--- config.mk ---
export PLATFORM = sky130hd
export DESIGN_NAME = tmr8_event_unit
export DESIGN_NICKNAME = d
export VERILOG_FILES = /design/src/rtl/tmr8_pkg.sv /design/src/rtl/tmr8_prescaler.sv /design/src/rtl/tmr8_pin_sync.sv /design/src/rtl/tmr8_count_core.sv /design/src/rtl/tmr8_event_unit.sv
export SDC_FILE = /design/constraint.sdc
export NUM_CORES = 1
export LEC_CHECK = 0
export BUFFER_PORTS_ARGS = -buffer_cell sky130_fd_sc_hd__buf_4
export CORE_MARGIN = 5
export CORE_UTILIZATION = 55
export CTS_CLUSTER_SIZE = 40
export DETAILED_ROUTE_END_ITERATION = 10
export HOLD_SLACK_MARGIN = 0.03
export PLACE_DENSITY = 0.77
export SKIP_CTS_REPAIR_TIMING = 1
export SLEW_MARGIN = 20
export SYNTH_ARGS = -nofsm -noshare
export SYNTH_HDL_FRONTEND = slang
export SYNTH_SLANG_ARGS = --single-unit
--- constraint.sdc ---
create_clock -name clk -period 3 [get_ports clk]
set_input_delay 0.6 -clock clk [delete_from_list [all_inputs] [get_ports clk]]
set_output_delay 0.6 -clock clk [all_outputs]
set_load 0.02 [all_outputs]
--- src/rtl/tmr8_pkg.sv ---
package tmr8_pkg;

  typedef enum logic [1:0] {
    MODE_IDLE  = 2'b00,
    MODE_EVENT = 2'b01,
    MODE_TIMER = 2'b10,
    MODE_CAPT  = 2'b11
  } tmr_mode_e;

  // Control byte, MSB first
  typedef struct packed {
    tmr_mode_e  mode;      // 7:6
    logic       src_b;     // 5
    logic       run;       // 4
    logic       pol_low;   // 3
    logic [2:0] psc;       // 2:0
  } tmr_ctrl_t;

  localparam logic [1:0] ADDR_CTRL = 2'd0;
  localparam logic [1:0] ADDR_PRE  = 2'd1;
  localparam logic [1:0] ADDR_CNT  = 2'd2;

endpackage

--- src/rtl/tmr8_prescaler.sv ---
module tmr8_prescaler #(
  parameter int SEL_W = 3
) (
  input  logic             clk,
  input  logic             rst_n,
  input  logic             src_en,
  input  logic [SEL_W-1:0] sel,
  output logic             tick
);
  localparam int DIV_W = (1 << SEL_W) - 1;

  logic [DIV_W-1:0] div_q;
  logic [DIV_W-1:0] mask;

  always_ff @(posedge clk or negedge rst_n) begin
    if (!rst_n)      div_q <= '0;
    else if (src_en) div_q <= div_q + 1'b1;
  end

  always_comb begin
    for (int i = 0; i < DIV_W; i++) mask[i] = (i < int'(sel));
  end

  // tick on the falling edge of divider bit sel-1 (all low bits wrap)
  assign tick = src_en && ((div_q & mask) == mask);

endmodule

--- src/rtl/tmr8_pin_sync.sv ---
module tmr8_pin_sync #(
  parameter int STAGES = 2
) (
  input  logic clk,
  input  logic rst_n,
  input  logic pin_i,
  output logic level_o,
  output logic rise_o,
  output logic fall_o
);
  logic [STAGES-1:0] sync_q;
  logic              prev_q;

  always_ff @(posedge clk or negedge rst_n) begin
    if (!rst_n) begin
      sync_q <= '0;
      prev_q <= 1'b0;
    end else begin
      sync_q <= {sync_q[STAGES-2:0], pin_i};
      prev_q <= sync_q[STAGES-1];
    end
  end

  assign level_o = sync_q[STAGES-1];
  assign rise_o  = level_o && !prev_q;
  assign fall_o  = !level_o && prev_q;

endmodule

--- src/rtl/tmr8_count_core.sv ---
module tmr8_count_core #(
  parameter int W = 8
) (
  input  logic         clk,
  input  logic         rst_n,
  input  logic         run,
  input  logic         inc,
  input  logic         pre_wr,
  input  logic [W-1:0] pre_data,
  output logic [W-1:0] cnt_o,
  output logic [W-1:0] pre_o,
  output logic         wrap_o
);
  logic [W-1:0] cnt_q, pre_q, reload_val;

  assign wrap_o     = inc && (cnt_q == '1);
  assign reload_val = pre_wr ? pre_data : pre_q;

  always_ff @(posedge clk or negedge rst_n) begin
    if (!rst_n)      pre_q <= '0;
    else if (pre_wr) pre_q <= pre_data;
  end

  always_ff @(posedge clk or negedge rst_n) begin
    if (!rst_n)               cnt_q <= '0;
    else if (pre_wr && !run)  cnt_q <= pre_data;
    else if (wrap_o)          cnt_q <= reload_val;
    else if (inc)             cnt_q <= cnt_q + 1'b1;
  end

  assign cnt_o = cnt_q;
  assign pre_o = pre_q;

endmodule

--- src/rtl/tmr8_event_unit.sv ---
module tmr8_event_unit
  import tmr8_pkg::*;
#(
  parameter int CNT_W    = 8,
  parameter int PSC_W    = 3,
  parameter int SYNC_LEN = 2
) (
  input  logic             clk,
  input  logic             rst_n,
  input  logic             reg_wr_en,
  input  logic [1:0]       reg_addr,
  input  logic [CNT_W-1:0] reg_wdata,
  output logic [CNT_W-1:0] reg_rdata,
  input  logic             clk_en_a,
  input  logic             clk_en_b,
  input  logic             ext_pin,
  output logic             irq_o
);
  tmr_ctrl_t        ctrl_q;
  logic             src_en, tick;
  logic             pin_lvl, pin_rise, pin_fall;
  logic             active_lvl, evt_edge, capt_end;
  logic             inc, wrap, irq_q;
  logic             ctrl_wr, pre_wr;
  logic [CNT_W-1:0] cnt_w, pre_w;
  logic             run_w;
  logic [1:0]       mode_w;

  assign ctrl_wr = reg_wr_en && (reg_addr == ADDR_CTRL);
  assign pre_wr  = reg_wr_en && (reg_addr == ADDR_PRE);
  assign run_w   = ctrl_q.run;
  assign mode_w  = ctrl_q.mode;

  assign src_en  = ctrl_q.src_b ? clk_en_b : clk_en_a;

  tmr8_prescaler #(.SEL_W(PSC_W)) u_psc (
    .clk(clk), .rst_n(rst_n), .src_en(src_en), .sel(ctrl_q.psc), .tick(tick)
  );

  tmr8_pin_sync #(.STAGES(SYNC_LEN)) u_sync (
    .clk(clk), .rst_n(rst_n), .pin_i(ext_pin),
    .level_o(pin_lvl), .rise_o(pin_rise), .fall_o(pin_fall)
  );

  assign active_lvl = pin_lvl ^ ctrl_q.pol_low;
  assign evt_edge   = ctrl_q.pol_low ? pin_fall : pin_rise;
  assign capt_end   = ctrl_q.pol_low ? pin_rise : pin_fall;

  always_comb begin
    inc = 1'b0;
    if (ctrl_q.run) begin
      case (ctrl_q.mode)
        MODE_EVENT: inc = evt_edge;
        MODE_TIMER: inc = tick;
        MODE_CAPT:  inc = tick && active_lvl;
        default:    inc = 1'b0;
      endcase
    end
  end

  always_ff @(posedge clk or negedge rst_n) begin
    if (!rst_n)
      ctrl_q <= '0;
    else if (ctrl_wr)
      ctrl_q <= tmr_ctrl_t'(reg_wdata[7:0]);
    else if (ctrl_q.run && ctrl_q.mode == MODE_CAPT && capt_end)
      ctrl_q.run <= 1'b0;
  end

  tmr8_count_core #(.W(CNT_W)) u_core (
    .clk(clk), .rst_n(rst_n), .run(ctrl_q.run), .inc(inc),
    .pre_wr(pre_wr), .pre_data(reg_wdata),
    .cnt_o(cnt_w), .pre_o(pre_w), .wrap_o(wrap)
  );

  always_ff @(posedge clk or negedge rst_n) begin
    if (!rst_n) irq_q <= 1'b0;
    else        irq_q <= wrap;
  end
  assign irq_o = irq_q;

  always_comb begin
    case (reg_addr)
      ADDR_CTRL: reg_rdata = CNT_W'(ctrl_q);
      ADDR_PRE:  reg_rdata = pre_w;
      ADDR_CNT:  reg_rdata = cnt_w;
      default:   reg_rdata = '0;
    endcase
  end

endmodule

==> results by group, run 1 <==
Floorplanning
  – Die H: 68.77 um
  – Core Region: 3337 um2
  – DIE AREA: 4729 um2
  – Starting Density: 56.92%
  – Die X: 68.77 um
  – Row count: 21
  – Num ports: 25

Placed design
  – I/O Buffers: 24
  – Final RePlAce weighted congestion: 0.9356
  – Final HPWL DP: 3181 um
  – Placed Instance Area: 2093 um2
  – Pre-CTS worst setup slack: 0.5901 ns

Power and ir drop
  – Sw Share: 35.82%
  – Sequential Power Share: 49.4%
  – Leakage: 1.011 nW
  – P_sw: 0.5886 mW
  – Total Power: 1.643 mW
  – Pwr dens: 753.9 nW/um2
  – Comb pwr share: 28.9%
  – Internal power: 1.055 mW
  – Clock share of power: 21.7%
  – Max VDD drop: 0.5074 mV

Detailed routing
  – Mean routed wirelength per cell: 17.18 um
  – Remaining antenna violation count: 0
  – Drt pass-1 iters: 4
  – Detailed-route via count: 1,479
  – Initial drt markers: 78
  – DRT Wirelength: 4260 um
  – Via density: 5.964
  – DRC violation count after routing: 0

Logic synthesis
  – Synthesized area: 1899 um2
  – Post-Synth XOR/XNOR Area: 4.150%
  – Register area share after synthesis: 46.11%
  – Post-Synth Adder-Cell Area: 1.318%
  – Most area-hungry cell type in the Yosys netlist: dfrtp_1
  – Simple-Gate Fraction of Synth Area: 14.43%
  – Post-synthesis mux area share: 15.42%
  – Synth top area cells: dfrtp_1, mux2_2, mux2i_1, nand2_1, a221o_1
  – Combinational family with the most area after synthesis: multiplexers
  – Ys async rst share: 100.0%
  – Compound-Gate Fraction of Synth Area: 15.28%
  – Post-synth top area share: 46.11%
  – Post-Syn Instances: 178
  – Most used flip-flop cell after synthesis: dfrtp_1
  – Cell variety after synth: 43
  – Number of warnings issued by yosys: 0
  – Post-Syn Nets: 196
  – Number of synthesized flops with an enable pin: 0
  – Yosys reg bits: 35
  – Syn Area/Cell: 10.67 um2

Clock tree
  – Clock buffer depth: 2
  – TritonCTS clock tree: built
  – CTS Buf Count: 5
  – Htree depth: 2
  – CTS root buf: clkbuf_4
  – Clk sinks: 35
  – Worst skew pair latency: 0.34 ns
  – Clock Pin Slew Worst Setup and Hold Paths: 0.11 ns

Setup path
  – Worst setup SP type: primary input
  – Reg-to-Reg Start: u_core.cnt_o[0]$_DFFE_PN0P_
  – CP bufs+invs: 2
  – CP Data Arrival Time: 1.60 ns
  – Cell Chain, Critical Path: buf_4 > nor2b_1 > nand2_1 > o21ai_1 > buf_4
  – Top delay family on crit path: simple AND/OR/NAND/NOR gates
  – Crit path kind: primary input to output pin
  – CP Max Fanout: 11
  – Setup crit start: reg_addr[1]
  – Crit-path max cell delay: 0.43 ns
  – Max stage delay cell, worst path: nor2b_1
  – Crit. End Element: output pin
  – Crit path required time: 2.40 ns
  – Cell mode on critical path: buf_4

STA
  – Worst Slack Setup Final: 0.7957 ns
  – Setup_tns: 0 ns
  – Period utilization: 73.48%
  – Fin. Hold Viols: 0
  – Relative slew slack: 51.52%
  – Period minus WS final: 2.204 ns
  – Final setup skew: 0.01197 ns
  – RSZ-0062 raised after global routing: false
  – FMAX: 453.7 MHz
  – Count of final setup violators: 0
  – Final Hold Slack: 0.1889 ns
  – Slew Viols, Final: 0
  – Worst slew pin tran: 0.7241 ns

GRT
  – Pin count of the biggest net entering global routing: 36
  – Gr ovfl total: 0
  – Vias in the first global route: 1,529
  – Antenna violations before repair: 0
  – First-pass GRT wire length: 7182 um
  – Total GRT Usage: 20.67%

Min path
  – HP Class: primary input to asynchronous set/reset pin

Finish
  – Share of cells above drive strength 1: 25.25%
  – Final Net Count: 219
  – Antenna cells: 0
  – Area growth, synth to finish: 14.76%
  – Design area: 2180 um2

Flow run
  – Max Cap Viol: 0

Status
  – Status: finished, final reports clean
[cell families (layout without fill, tap and decap cells)]
logic type | after synthesis | count (layout)
xor gates and xnor gates | 9 | 9
DFF | 35 | 35
AOI/OAI and AO/OA | 42 | 42
buffers and inverters | 12 | 36
adders and majority gates | 2 | 2
and+or+nand+nor | 51 | 51
muxes | 27 | 27
[state kept, by name, indices dropped and copies added, names as in the netlist]
register,flops
ctrl_q,5
irq_o,1
mode_w,2
run_w,1
u_core.cnt_o,8
u_core.pre_o,8
u_psc.div_q,7
u_sync.prev_q,1
u_sync.sync_q,2
[final timing paths]
| check | to | slack [ns] | depth (start not counted) |
|---|---|---|---|
| worst max-delay path | reg_rdata[1] | 0.80 | 5 |
| worst min-delay path | u_psc.div_q[2]$_DFFE_PN0P_ | 0.19 | 1 |
| worst max register to register | u_core.cnt_o[1]$_DFFE_PN0P_ | 0.91 | 6 |
| worst min register to register | u_sync.sync_q[1]$_DFF_PN0_ | 0.37 | 0 |
| max in group asynchronous | u_core.cnt_o[4]$_DFFE_PN0P_ | 2.49 | 1 |
| min in group clk | u_sync.sync_q[0]$_DFF_PN0_ | 0.36 | 1 |
[synth_stat cells (2+ instances only)]
cell	number
dfrtp_1	35
nand2_1	21
mux2_2	12
mux2i_1	12
o21ai_0	9
o21ai_1	8
a21oi_1	6
a221o_1	6
clkbuf_1	5
nor2_1	5
xnor2_1	5
nand3_1	4
nor2b_1	4
xor2_1	4
inv_1	3
nand4_1	3
nor3b_1	3
o211a_1	3
buf_2	2
buf_6	2
ha_1	2
mux2_1	2
nand2b_1	2
[power groups by stage]
stage	logic, mW	registers [mW]	clock network (mW)
detailed placement	0.475	0.812	0
finish	0.475	0.811	0.357
floorplan	0.395	0.726	0
CTS	0.479	0.802	0.362
global route	0.529	0.832	0.382
global placement	0.460	0.805	0
[through the flow]
step,util (%),std cells
after floorplan,-,178
after CTS,65.32,248
after detailed placement,62.73,240
after global placement,62.73,240
final,65.32,248
after global routing,65.32,248
[area by class of cell]
class / count / area [um2]
Clock buffer: 6 / 51.30
Clock inverter: 2 / 35.03
Fill cell: 282 / 1157
Inverter: 3 / 11.26
Multi-Input combinational cell: 131 / 960.9
Sequential cell: 35 / 875.8
Tap cell: 46 / 57.56
Timing Repair Buffer: 25 / 187.7
[cells in the final DEF (no fill, tap or decap), types with 3 or more instances in the layout]
cell type and instances:
nand3_1 4, inv_1 3, a21oi_1 6, nand4_1 3, xor2_1 4, xnor2_1 5, a221o_1 6, clkbuf_4 5
buf_4 25, mux2i_1 12, nor2b_1 4, o21ai_1 8, nor3b_1 3, o211a_1 3, dfrtp_1 35, o21ai_0 9
nand2_1 21, mux2_2 12, nor2_1 5
[per-layer routing]
metal | up-vias | part of all wire, % | GRT usage (%)
met3 | 2 | 5.4 | 3.728
li1 | 695 | - | -
met5 | - | 0 | 0
met4 | 0 | 0.49 | 7.543
met1 | 744 | 44 | 27.43
met2 | 38 | 50 | 33.73
Note: power is estimated with default switching activity, not from simulation.
==> inputs of run 2 (changes only) <==
--- a/config.mk
+++ b/config.mk
@@ -5,13 +5,14 @@
 export SDC_FILE = /design/constraint.sdc
 export NUM_CORES = 1
 export LEC_CHECK = 0
+export ABC_AREA = 1
 export BUFFER_PORTS_ARGS = -buffer_cell sky130_fd_sc_hd__buf_4
 export CORE_MARGIN = 5
 export CORE_UTILIZATION = 55
 export CTS_CLUSTER_SIZE = 40
 export DETAILED_ROUTE_END_ITERATION = 10
 export HOLD_SLACK_MARGIN = 0.03
-export PLACE_DENSITY = 0.77
+export PLACE_DENSITY = 0.76
 export SKIP_CTS_REPAIR_TIMING = 1
 export SLEW_MARGIN = 20
 export SYNTH_ARGS = -nofsm -noshare
==> constraint.sdc (replaced) <==
create_clock -name clk -period 2.1 [get_ports clk]
set_input_delay 0.42 -clock clk [delete_from_list [all_inputs] [get_ports clk]]
set_output_delay 0.42 -clock clk [all_outputs]
set_load 0.02 [all_outputs]
==> results by group, run 2 <==
Finish
  – Final core occ: 65.15%
  – Antenna cells: 0
  – Final Net Count: 307
  – Share of cells above drive strength 1: 22.07%
  – Area growth, synth to finish: 15.44%
  – Most common cell after layout, fill and taps aside: nand2_1
  – Most frequent cells in the layout: nand2_1, dfrtp_1, inv_1

Setup path
  – R2R cell count: 10
  – Crit path kind: primary input to output pin
  – Worst setup SP type: primary input
  – CP Data Arrival Time: 1.40 ns
  – CP Max Fanout: 5
  – Crit. End Element: output pin
  – Crit path required time: 1.68 ns

Placed design
  – Pre-CTS worst setup slack: 0.2935 ns
  – Final HPWL DP: 3512 um
  – Final RePlAce weighted congestion: 0.8532
  – I/O Buffers: 24

STA
  – Period utilization: 86.62%
  – FMAX: 549.7 MHz
  – Relative slew slack: 69.75%
  – Count of final setup violators: 0
  – Slew Viols, Final: 0
  – RSZ-0062 raised after global routing: false
  – Setup_tns: 0 ns
  – Final setup skew: 0.008069 ns
  – Final Hold Slack: 0.07549 ns
  – Worst slew pin tran: 0.4538 ns
  – Period minus WS final: 1.819 ns
  – Fin. Hold Viols: 0
  – Worst Slack Setup Final: 0.2809 ns

Clock tree
  – Clock buffer depth: 2
  – Clk sinks: 35
  – Htree depth: 2
  – Worst skew pair latency: 0.29 ns
  – CTS root buf: clkbuf_8
  – TritonCTS clock tree: built
  – CTS Buf Count: 5
  – Clock Pin Slew Worst Setup and Hold Paths: 0.08 ns

Power and ir drop
  – Total Power: 2.411 mW
  – Leakage: 1.229 nW
  – Pwr dens: 1018 nW/um2
  – Max VDD drop: 0.7333 mV

Floorplanning
  – Starting Density: 56.44%
  – Row count: 22
  – Core Region: 3633 um2
  – Num ports: 25
  – Die H: 71.06 um
  – DIE AREA: 5050 um2
  – Die X: 71.06 um

Logic synthesis
  – Number of warnings issued by yosys: 0
  – Yosys reg bits: 35
  – Syn Area/Cell: 7.887 um2
  – Number of synthesized flops with an enable pin: 0
  – Synth top area cells: dfrtp_1, nand2_1, inv_1, nand3_1, a21oi_2
  – Register area share after synthesis: 42.71%
  – Cell variety after synth: 33
  – Post-Syn Instances: 260
  – Synth top cells by count: nand2_1, dfrtp_1, inv_1
  – Most area-hungry cell type in the Yosys netlist: dfrtp_1
  – Most frequent cell after synthesis: nand2_1
  – Post-Syn Nets: 278
  – Most used flip-flop cell after synthesis: dfrtp_1
  – Post-synth top area share: 42.71%
  – Ys async rst share: 100.0%
  – Synthesized area: 2051 um2

GRT
  – Gr ovfl total: 0
  – Vias in the first global route: 1,726
  – Total GRT Usage: 19.80%
  – Antenna violations before repair: 0
  – First-pass GRT wire length: 7886 um
  – Pin count of the biggest net entering global routing: 36

Min path
  – HP Class: primary input to asynchronous set/reset pin

Detailed routing
  – Initial drt markers: 81
  – DRC violation count after routing: 0
  – Remaining antenna violation count: 0
  – DRT Wirelength: 4567 um
  – Mean routed wirelength per cell: 13.51 um
  – Detailed-route via count: 1,729
  – Drt pass-1 iters: 4
  – Via density: 5.115

Status
  – Status: finished, final reports clean

Flow run
  – Max Cap Viol: 0
run 2: cell count changes in the layout (fill, tap and decap cells not counted), sizes merged, moves of 4 or more:
cell	change
nor3b	-4
a221o	-6
o21ai	-4
nor2	+8
nand3	+14
clkinv	+6
nor2b	-4
a21oi	+5
mux2	-10
nand2	+69
inv	+34
mux2i	-12
o221ai	+4
run 2: worst paths after layout:
| path | end | start | slack [ns] |
|---|---|---|---|
| min in group clk | u_sync.sync_q[0]$_DFF_PN0_ | ext_pin | 0.23 |
| max in group asynchronous | ctrl_q[2]$_DFFE_PN0P_ | rst_n | 1.70 |
| max | reg_rdata[3] | reg_addr[1] | 0.28 |
| min reg2reg | u_sync.sync_q[1]$_DFF_PN0_ | u_sync.sync_q[0]$_DFF_PN0_ | 0.35 |
| min | u_psc.div_q[0]$_DFFE_PN0P_ | rst_n | 0.08 |
| max reg2reg | u_core.cnt_o[3]$_DFFE_PN0P_ | u_core.cnt_o[0]$_DFFE_PN0P_ | 0.37 |
run 2: per-layer routing:
layer,track usage [%],share of wire [%],up-vias
li1,-,-,879
met1,26.34,47,807
met2,31.82,48,38
met3,5.682,4.7,5
met4,5.010,0.85,0
met5,0,0,-
run 2: worst max-delay path: stages:
cell      delay (ns)
buf_4           0.11
inv_1           0.04
nor2_1          0.22
inv_1           0.16
o221ai_1        0.26
buf_4           0.19
run 2: cell type report:
cell class              count  area [um2]
inverters                  43       161.4
clock buffers               5       68.82
repair buffers             25       187.7
fillers                   338        1266
flip-flops and latches     35       875.8
multi-input cells         179       993.5
clock inverters             3       20.02
well taps                  48       60.06
run 2: kinds of logic (layout without fill, tap and decap cells):
group | Yosys count | count (layout) | synth area share (%)
AND/OR/NAND/NOR | 129 | 129 | 28.92
buffers and inverters | 46 | 76 | 8.846
flip-flops | 35 | 35 | 42.71
AO/OA/AOI/OAI | 34 | 34 | 11.71
XOR/XNOR | 9 | 9 | 3.844
multiplexers | 5 | 5 | 2.745
adder cells (fa/ha/maj) | 2 | 2 | 1.220
run 2: per-stage QoR:
stage	std cells	area, um2
final	338	2367
after global routing	338	2367
after CTS	338	2367
after detailed placement	330	2278
after global placement	330	2278
after floorplan	260	2051
run 2: report_power, final:
group | leakage [nW] | switching, mW | internal (mW)
registers | 0.417 | 0.209 | 0.866
logic | 0.772 | 0.494 | 0.350
clock network | 0.0402 | 0.260 | 0.231
total | 1.23 | 0.963 | 1.45
